## src/rtl/dsb_pkg.sv

```systemverilog
package dsb_pkg;
  localparam int ADDR_W_DEF = 9;
  localparam int DATA_W_DEF = 16;

  typedef enum logic {
    ST_IDLE   = 1'b0,
    ST_ACCESS = 1'b1
  } dsb_state_e;
endpackage

```

## src/rtl/dsb_sync.sv

```systemverilog
module dsb_sync #(
  parameter int             WIDTH   = 1,
  parameter logic [WIDTH-1:0] RST_VAL = '0
) (
  input  logic             clk,
  input  logic             rst_n,
  input  logic [WIDTH-1:0] d,
  output logic [WIDTH-1:0] q
);
  logic [WIDTH-1:0] stage1;
  logic [WIDTH-1:0] stage2;

  always_ff @(posedge clk or negedge rst_n) begin
    if (!rst_n) begin
      stage1 <= RST_VAL;
      stage2 <= RST_VAL;
    end else begin
      stage1 <= d;
      stage2 <= stage1;
    end
  end

  assign q = stage2;
endmodule

```

## src/rtl/dsb_capture.sv

```systemverilog
module dsb_capture #(
  parameter int ADDR_W = dsb_pkg::ADDR_W_DEF
) (
  input  logic              clk,
  input  logic              rst_n,
  input  logic [ADDR_W-1:0] addr_s,
  input  logic              row_act,
  input  logic              col_any_act,
  output logic              col_fall,
  output logic [ADDR_W-1:0] row_q,
  output logic [ADDR_W-1:0] col_q
);
  logic row_act_d;
  logic col_act_d;
  logic row_fall;

  assign row_fall = row_act & ~row_act_d;
  assign col_fall = col_any_act & ~col_act_d;

  always_ff @(posedge clk or negedge rst_n) begin
    if (!rst_n) begin
      row_act_d <= 1'b0;
      col_act_d <= 1'b0;
      row_q     <= '0;
      col_q     <= '0;
    end else begin
      row_act_d <= row_act;
      col_act_d <= col_any_act;
      if (row_fall) row_q <= addr_s;
      if (col_fall) col_q <= addr_s;
    end
  end
endmodule

```

## src/rtl/dsb_sequencer.sv

```systemverilog
module dsb_sequencer (
  input  logic clk,
  input  logic rst_n,
  input  logic row_act,
  input  logic colu_act,
  input  logic coll_act,
  input  logic wr_act,
  input  logic col_fall,
  output logic ce_q,
  output logic ub_q,
  output logic lb_q,
  output logic wr_q
);
  import dsb_pkg::*;

  dsb_state_e state_q;
  dsb_state_e state_d;
  logic       col_any;
  logic       start_acc;
  logic       end_acc;

  assign col_any   = colu_act | coll_act;
  assign start_acc = (state_q == ST_IDLE) && col_fall && row_act;
  assign end_acc   = (state_q == ST_ACCESS) && (!row_act || !col_any);

  always_comb begin
    state_d = state_q;
    if (start_acc)    state_d = ST_ACCESS;
    else if (end_acc) state_d = ST_IDLE;
  end

  always_ff @(posedge clk or negedge rst_n) begin
    if (!rst_n) begin
      state_q <= ST_IDLE;
      ce_q    <= 1'b0;
      ub_q    <= 1'b0;
      lb_q    <= 1'b0;
      wr_q    <= 1'b0;
    end else begin
      state_q <= state_d;
      if (state_d == ST_ACCESS) begin
        ce_q <= 1'b1;
        ub_q <= colu_act;
        lb_q <= coll_act;
        wr_q <= wr_act;
      end else begin
        ce_q <= 1'b0;
        ub_q <= 1'b0;
        lb_q <= 1'b0;
        wr_q <= 1'b0;
      end
    end
  end
endmodule

```

## src/rtl/dram_sram_bridge.sv

```systemverilog
module dram_sram_bridge #(
  parameter int ADDR_W = dsb_pkg::ADDR_W_DEF,
  parameter int DATA_W = dsb_pkg::DATA_W_DEF,
  localparam int SRAM_AW = 2 * ADDR_W
) (
  input  logic               clk,
  input  logic               rst_n,
  input  logic [ADDR_W-1:0]  mux_addr,
  input  logic               row_strb_n,
  input  logic               colu_strb_n,
  input  logic               coll_strb_n,
  input  logic               wr_en_n,
  input  logic [DATA_W-1:0]  host_data_in,
  output logic [DATA_W-1:0]  host_data_out,
  output logic               host_data_oe,
  output logic [SRAM_AW-1:0] sram_addr,
  output logic               sram_ce_n,
  output logic               sram_we_n,
  output logic               sram_ub_n,
  output logic               sram_lb_n,
  input  logic [DATA_W-1:0]  sram_data_in,
  output logic [DATA_W-1:0]  sram_data_out,
  output logic               sram_data_oe
);
  localparam int STRB_W = 4;

  logic [STRB_W-1:0] strb_raw;
  logic [STRB_W-1:0] strb_s;
  logic [ADDR_W-1:0] addr_s;
  logic              row_act, colu_act, coll_act, wr_act;
  logic              col_fall;
  logic [ADDR_W-1:0] row_q, col_q;
  logic              ce_q, ub_q, lb_q, wr_q;

  assign strb_raw = {wr_en_n, coll_strb_n, colu_strb_n, row_strb_n};

  dsb_sync #(.WIDTH(STRB_W), .RST_VAL({STRB_W{1'b1}})) u_strb_sync (
    .clk(clk), .rst_n(rst_n), .d(strb_raw), .q(strb_s)
  );

  dsb_sync #(.WIDTH(ADDR_W), .RST_VAL({ADDR_W{1'b0}})) u_addr_sync (
    .clk(clk), .rst_n(rst_n), .d(mux_addr), .q(addr_s)
  );

  assign row_act  = ~strb_s[0];
  assign colu_act = ~strb_s[1];
  assign coll_act = ~strb_s[2];
  assign wr_act   = ~strb_s[3];

  dsb_capture #(.ADDR_W(ADDR_W)) u_capture (
    .clk(clk), .rst_n(rst_n), .addr_s(addr_s),
    .row_act(row_act), .col_any_act(colu_act | coll_act),
    .col_fall(col_fall), .row_q(row_q), .col_q(col_q)
  );

  dsb_sequencer u_seq (
    .clk(clk), .rst_n(rst_n),
    .row_act(row_act), .colu_act(colu_act), .coll_act(coll_act),
    .wr_act(wr_act), .col_fall(col_fall),
    .ce_q(ce_q), .ub_q(ub_q), .lb_q(lb_q), .wr_q(wr_q)
  );

  assign sram_addr     = {row_q, col_q};
  assign sram_ce_n     = ~ce_q;
  assign sram_ub_n     = ~ub_q;
  assign sram_lb_n     = ~lb_q;
  assign sram_we_n     = ~(ce_q & wr_q);
  assign sram_data_out = host_data_in;
  assign sram_data_oe  = ce_q & wr_q;
  assign host_data_out = sram_data_in;
  assign host_data_oe  = ce_q & ~wr_q;
endmodule

```

## config.mk

```make
export PLATFORM = sky130hd
export DESIGN_NAME = dram_sram_bridge
export DESIGN_NICKNAME = d
export VERILOG_FILES = /design/src/rtl/dsb_pkg.sv /design/src/rtl/dsb_sync.sv /design/src/rtl/dsb_capture.sv /design/src/rtl/dsb_sequencer.sv /design/src/rtl/dram_sram_bridge.sv
export SDC_FILE = /design/constraint.sdc
export NUM_CORES = 1
export LEC_CHECK = 0
export CAP_MARGIN = 15
export CORE_MARGIN = 2
export CORE_UTILIZATION = 42
export CTS_BUF_LIST = sky130_fd_sc_hd__clkbuf_4
export CTS_CLUSTER_DIAMETER = 40
export DETAILED_ROUTE_END_ITERATION = 6
export HOLD_SLACK_MARGIN = 0.15
export PLACE_DENSITY = 0.95
export SLEW_MARGIN = 20
export SYNTH_ARGS = -nofsm -noshare
export SYNTH_HDL_FRONTEND = slang
export SYNTH_SLANG_ARGS = --single-unit
export TNS_END_PERCENT = 20
```

## constraint.sdc

```tcl
create_clock -name clk -period 3.3 [get_ports clk]
set_input_delay 0.66 -clock clk [delete_from_list [all_inputs] [get_ports clk]]
set_output_delay 0.66 -clock clk [all_outputs]
set_load 0.1 [all_outputs]
```

### After elaboration in Yosys (flattened, before gate mapping)

Index checks and enable logic that the tools add are counted.

| word-level totals | value |
|---|---|
| register bits | 51 |
| input bits | 47 |
| output and inout port bits | 56 |
| logic and storage cells | 41 |

| operators by class | value |
|---|---|
| multiplexer cells | 6 |
| bitwise operators | 17 |
| reduce and logical (&&, ||, !) cells | 5 |

Operator list:

| cell | count |
|---|---|
| $not A1 Y1 | 12 |
| $mux W1 | 6 |
| $and A1 B1 Y1 | 4 |
| $logic_and A1 B1 Y1 | 3 |
| $logic_not A1 Y1 | 1 |
| $logic_or A1 B1 Y1 | 1 |
| $or A1 B1 Y1 | 1 |

### Logic depth before layout (Yosys ltp)

Gate-level depths: netlist (run 1).

| logic depth | value |
|---|---|
| depth in word-level cells | 8 |
| gate-level depth with buffers | 2 |
| depth with buffers taken out | 2 |

### Hierarchy

A second synthesis (run 1) with hierarchy kept.

| unflattened totals | value |
|---|---|
| cell total of the unflattened synthesis | 123 |
| area total of the unflattened synthesis | 1,910.6 um^2 |

Modules (own cells, without submodules):

| module | instances | cells each | area an instance (um^2) |
|---|---|---|---|
| dsb_capture | 1 | 43 | 807.0 |
| dsb_sync (u_addr_sync) | 1 | 18 | 450.4 |
| dram_sram_bridge | 1 | 43 | 290.3 |
| dsb_sync (u_strb_sync) | 1 | 8 | 210.2 |
| dsb_sequencer | 1 | 11 | 152.6 |

### Worst setup path after synthesis (run 1)

Ideal clock, no wire load.

| path | value |
|---|---|
| path kind | register to output |
| from | register u_seq.ce_q |
| to | output host_data_oe |
| arrival | 2.140 ns |
| required time | 2.640 ns |
| setup slack | 0.500 ns |
| cell stages (with the launch flop) | 3 |
| buffers on the path | 0 |
| cells stage by stage | dfrtp_1 > inv_1 > nor2_1 |

| between the ends | value |
|---|---|
| word-level cells in the longest chain between the ends | 1 |

Ends and longest elaborated chain:

| item | line | RTL |
|---|---|---|
| start: declaration | dsb_sequencer.sv:9 | `output logic ce_q,` |
| start signal: assignment | dsb_sequencer.sv:35 | `ce_q <= 1'b0;` |
| start signal: assignment | dsb_sequencer.sv:42 | `ce_q <= 1'b1;` |
| start signal: assignment | dsb_sequencer.sv:47 | `ce_q <= 1'b0;` |
| $and A1 B1 Y1 | dram_sram_bridge.sv:71 | `assign host_data_oe = ce_q & ~wr_q;` |
| end: declaration | dram_sram_bridge.sv:15 | `output logic host_data_oe,` |

Every way passes these cells.

### Worst setup path after layout (run 1)

Ends and elaborated chain as after synthesis.

==> reports/metrics.cfg, run 1 <==
[setup_path]
max_stage_delay_ps=380
path_max_fanout=3
cp.arrival_ps=1180
endpoint_kind=output pin
critPathLaunchType=register
reg2reg_depth=2
cp_num_cells=3
worstSetupPathType=reg2out
path_cells=inv_1 > nor2_1 > buf_4
slowest_stage=dfrtp_1
required_ps=2640
cp_top_family=flip-flops
crit_buf_inv=2

[clock_network]
cts.sinks=50
cts-root-buf=clkbuf_4
ctsResizeCount=0
htree_levels=2
clk-insertion-delay-late_ps=360
ctsHoldBuffers=0
cts.clk_slew.worst_paths_ps=130
cts_buffers=5
postCtsSetupRepairBufs=0
clk_path_buf_depth=2
cts_tree=built

[cells_and_area]
num-nets-final=175
seq_area_um2=1260
drive_gt1_frac=0.465
fillerInstances=332
diodes=0
final_cell_area_um2=1990
syn_to_final_growth_pct=10.8
multi_input_area_um2=274

[sta]
grt_setup_unrepaired=no
setup_violations=0
finClkSkew_ps=11.4
slew_violations=0
fmax_mhz=542
finalCriticalPeriod_ps=1840
tightest_slew_ps=579
fin_crit_sh=0.559
setup_tns_ps=0
hold_violations=0
slew_headroom=0.614

[placed_design]
dp_hpwl_um=2100
port_buffers=38
place_congestion=0.643
place_area_um2=1930

[yosys]
synth_warnings=0
netlist_instances=115
ys_seq_elements=50
netlist.area_leader.share=0.586
synth_area_leaders=dfrtp_1 59%, buf_4 13%, dfstp_2 12%, mux2_2 11%, inv_1 1.0%
yosys-top-cells-count=42 x dfrtp_1, 32 x buf_4, 18 x mux2_2, 8 x dfstp_2, 5 x inv_1
yosysSeqAreaShare=0.703
synth_edf_count=0
synth_area_um2=1790
syn_nets=162
post-synth-top-count-cell=dfrtp_1
avgSynthCellArea_um2=15.6
yosysTopAreaCell=dfrtp_1
yosys_most_used_dff=dfrtp_1
synthArstFlopShare=1.00
ys_types=13

[detailed_routing]
viasPerCell=4.72
initialDrtViolationCount=6
wl_per_cell_um=16.0
first_pass_iters=4
drtAntennaViolNets=0
drc=0
num_vias=845
wl_um=2860

[power]
p_per_area_nw_per_um2=701
leakagePower_nw=0.888
ir_worst_vdd_v=0.000454

[grt]
antenna_found_initial=0
grt_usage=0.128
grt_pass1_vias=954
overflow=0
grt_start_max_net_pins=51
grt_pass1_wl_um=4660

[flow_run]
cap_violations=0

[floorplanning]
start_util=0.442
io_pins=103
die_w_um=69.4
core_area_um2=4060
die-height_um=69.4
rows=23
dieArea_um2=4810

[hold_path]
hold_class=in2async

[status]
status=finished, final reports clean

## routing by layer
metal  GRT usage  routed length [um]  share of wire
met1       0.142                1090           0.38
met2       0.188                1280           0.45
met3      0.0407                 322           0.11
met4       0.129                 176          0.062
met5           0                   0              0
## state kept, by name, summed over array words and instances, names as in the netlist
register,cells
u_addr_sync.q,9
u_addr_sync.stage1,9
u_capture.col_q,9
u_capture.row_q,9
u_strb_sync.q,4
u_strb_sync.stage1,4
u_capture.col_act_d,1
u_capture.row_act_d,1
u_seq.ce_q,1
u_seq.lb_q,1
u_seq.ub_q,1
u_seq.wr_q,1
## cells by family (layout without fill, tap and decap cells)
logic type,after synthesis,in the layout,synth area share
buffers and inverters,37,51,0.144
AO/OA/AOI/OAI,3,3,0.0181
flip-flops,50,50,0.703
AND/OR/NAND/NOR,7,7,0.0216
multiplexers,18,18,0.113
## path summary, 6_finish.rpt
check / endpoint / slack, ps / start
worst max-delay path: host_data_oe / 1460 / u_seq.ce_q
worst min-delay path: u_capture.row_q[6] / 280 / rst_n
worst max register to register: u_capture.col_q[4] / 2020 / u_strb_sync.q[2]
worst min register to register: u_addr_sync.q[8] / 360 / u_addr_sync.stage1[8]
max in group asynchronous: u_strb_sync.q[0] / 2620 / rst_n
min in group clk: u_addr_sync.q[8] / 360 / u_addr_sync.stage1[8]
## cell usage in the layout, fill, tap and decap left out
cell / n
a2111oi_0: 1
nor2b_1: 1
dfstp_2: 8
a211oi_1: 1
clkinv_2: 1
nor2_1: 1
dfrtp_1: 42
clkinv_1: 1
clkdlybuf4s50_1: 13
a21oi_4: 1
nor2_4: 1
mux2_2: 18
nand2_1: 2
clkbuf_4: 6
nor3_1: 2
inv_1: 5
buf_4: 25
## power by group
part | internal [mW] | switching (mW) | leakage (nW) | total [mW]
logic | 0.0948 | 0.337 | 0.273 | 0.432
registers | 0.672 | 0.0321 | 0.582 | 0.704
clock network | 0.0885 | 0.170 | 0.0331 | 0.259
## area by class of cell
type,instances,area share
clock buffer,6,0.0227
clock inverter,2,0.00441
inverter,5,0.00944
sequential,50,0.634
tap,50,0.0315
multi-input combinational,28,0.138
timing repair buffer,38,0.160
## through the flow
stage	hold WS [ps]	utilization	std cells	worst slack, ps	power, mW
2_1_floorplan	331	-	115	500	1.22
3_3_place_gp	332	0.476	171	1830	1.14
3_5_place_dp	337	0.476	171	1740	1.15
4_1_cts	358	0.489	179	1440	1.41
5_1_grt	320	0.490	179	1360	1.45
6_report	283	0.490	179	1460	1.39
(Power assumes the default switching activity.)
==> run 2: changes to the inputs <==
Settings changed: CORE_UTILIZATION 42 to 39, PLACE_DENSITY 0.95 to 0.94.
Clock period 3.3 ns to 1.8 ns, I/O delays scaled along.
==> reports/metrics.cfg, run 2 (same netlist as run 1, synthesis figures left out) <==
[status]
status=finished, final reports clean

[cells_and_area]
syn_to_final_growth_pct=31.2
drive_gt1_frac=0.500
multi_input_area_um2=279
diodes=0
final_common_cell=dfrtp_1
final_cell_area_um2=2350
fillerInstances=344
layout_common_cells=42 x dfrtp_1, 24 x buf_12, 18 x mux2_2
num-nets-final=178
seq_area_um2=1260

[floorplanning]
die_w_um=71.8
io_pins=103
dieArea_um2=5160
die-height_um=71.8
rows=24
start_util=0.409
core_area_um2=4380

[clock_network]
cts-root-buf=clkbuf_4
cts_buffers=5
clk-insertion-delay-late_ps=370
clk_path_buf_depth=2
cts_tree=built
cts.clk_slew.worst_paths_ps=150
cts.sinks=50
ctsResizeCount=0
htree_levels=2

[sta]
fmax_mhz=630
fin_crit_sh=0.881
setup_violations=0
grt_setup_unrepaired=no
finClkSkew_ps=17.7
setup_tns_ps=0
slew_headroom=0.648
finalCriticalPeriod_ps=1590
slew_violations=0
hold_violations=0
tightest_slew_ps=528

[detailed_routing]
num_vias=843
first_pass_iters=2
viasPerCell=4.58
initialDrtViolationCount=54
drtAntennaViolNets=0
wl_per_cell_um=15.3
drc=0
wl_um=2820

[setup_path]
worstSetupPathType=reg2out
path_max_fanout=3
reg2reg_to=u_capture.col_q[3]
endpoint_kind=output pin
required_ps=1440
cp.arrival_ps=1230
critPathLaunchType=register
rrSetupSlack_ps=580
startpoint=u_seq.ce_q
reg2reg_depth=2
reg2reg_from=u_capture.col_act_d

[hold_path]
min_path_cells=0
hold_end=u_addr_sync.q[6]
min_from=u_addr_sync.stage1[6]
hold_class=reg2reg

[power]
power.total_mw=2.96
ir_worst_vdd_v=0.000383
p_per_area_nw_per_um2=1260
leakagePower_nw=1.02

[placed_design]
place_congestion=0.734
place_area_um2=2260
port_buffers=38
dp_hpwl_um=2170

[grt]
grt_pass1_wl_um=4400
overflow=0
grt_pass1_vias=873
grt_usage=0.119
grt_start_max_net_pins=26
antenna_found_initial=0

[flow_run]
cap_violations=0

==> run 2: cell types whose count changed in the layout (fill, tap and decap cells not counted), sizes merged <==
cell,delta
clkinvlp,+1
bufinv,+1
dlygate4sd3,+1
clkbuf,-1
buf,+2
clkinv,-2
inv,+1
==> run 2: repair_timing <==
item / CTS / global route
setup endpoints to repair: 0 / 0
setup buffers: 0 / 0
endpoints found under the hold margin: 15 / 0
hold buffers: 1 / 0
==> run 2: metrics by stage <==
step                      utilization  hold WS (ps)  instances  setup WS (ps)
after floorplan                     -          64.4        115           -268
after global routing            0.537           353        184            105
after detailed placement        0.515           336        175            596
after CTS                       0.537           355        184            165
final                           0.537           356        184            214
after global placement          0.515           332        175            616
==> run 2: per-layer routing <==
metal	GRT usage	routed length, um
met4	0.115	158
met2	0.177	1440
met3	0.0520	208
met1	0.125	1010
met5	0	0
==> run 2: how the worst max path moves through the flow <==
stage | to | slack [ps] | depth (start not counted)
finish | host_data_oe | 210 | 3
global placement | u_capture.col_q[5] | 620 | 2
detailed placement | u_capture.col_q[2] | 600 | 2
global route | host_data_oe | 110 | 3
CTS | host_data_oe | 170 | 3
floorplan | host_data_oe | -270 | 2
==> run 2: report_power, final <==
group,internal [mW],switching (mW),total [mW]
Combinational,0.359,0.620,0.978
Sequential,1.23,0.0939,1.33
Clock,0.303,0.355,0.657
==> run 2: final cells by class <==
type,instances,area share
clock inverters,3,0.0202
multi-input cells,28,0.119
clock buffers,5,0.0159
flip-flops and latches,50,0.536
repair buffers,41,0.272
well taps,52,0.0276
inverters,5,0.00957
==> run 2: worst max-delay path, stage by stage, from the launching register on <==
cell     delay (ps)
dfrtp_1         410
inv_1           100
nor2_2          170
buf_12          190
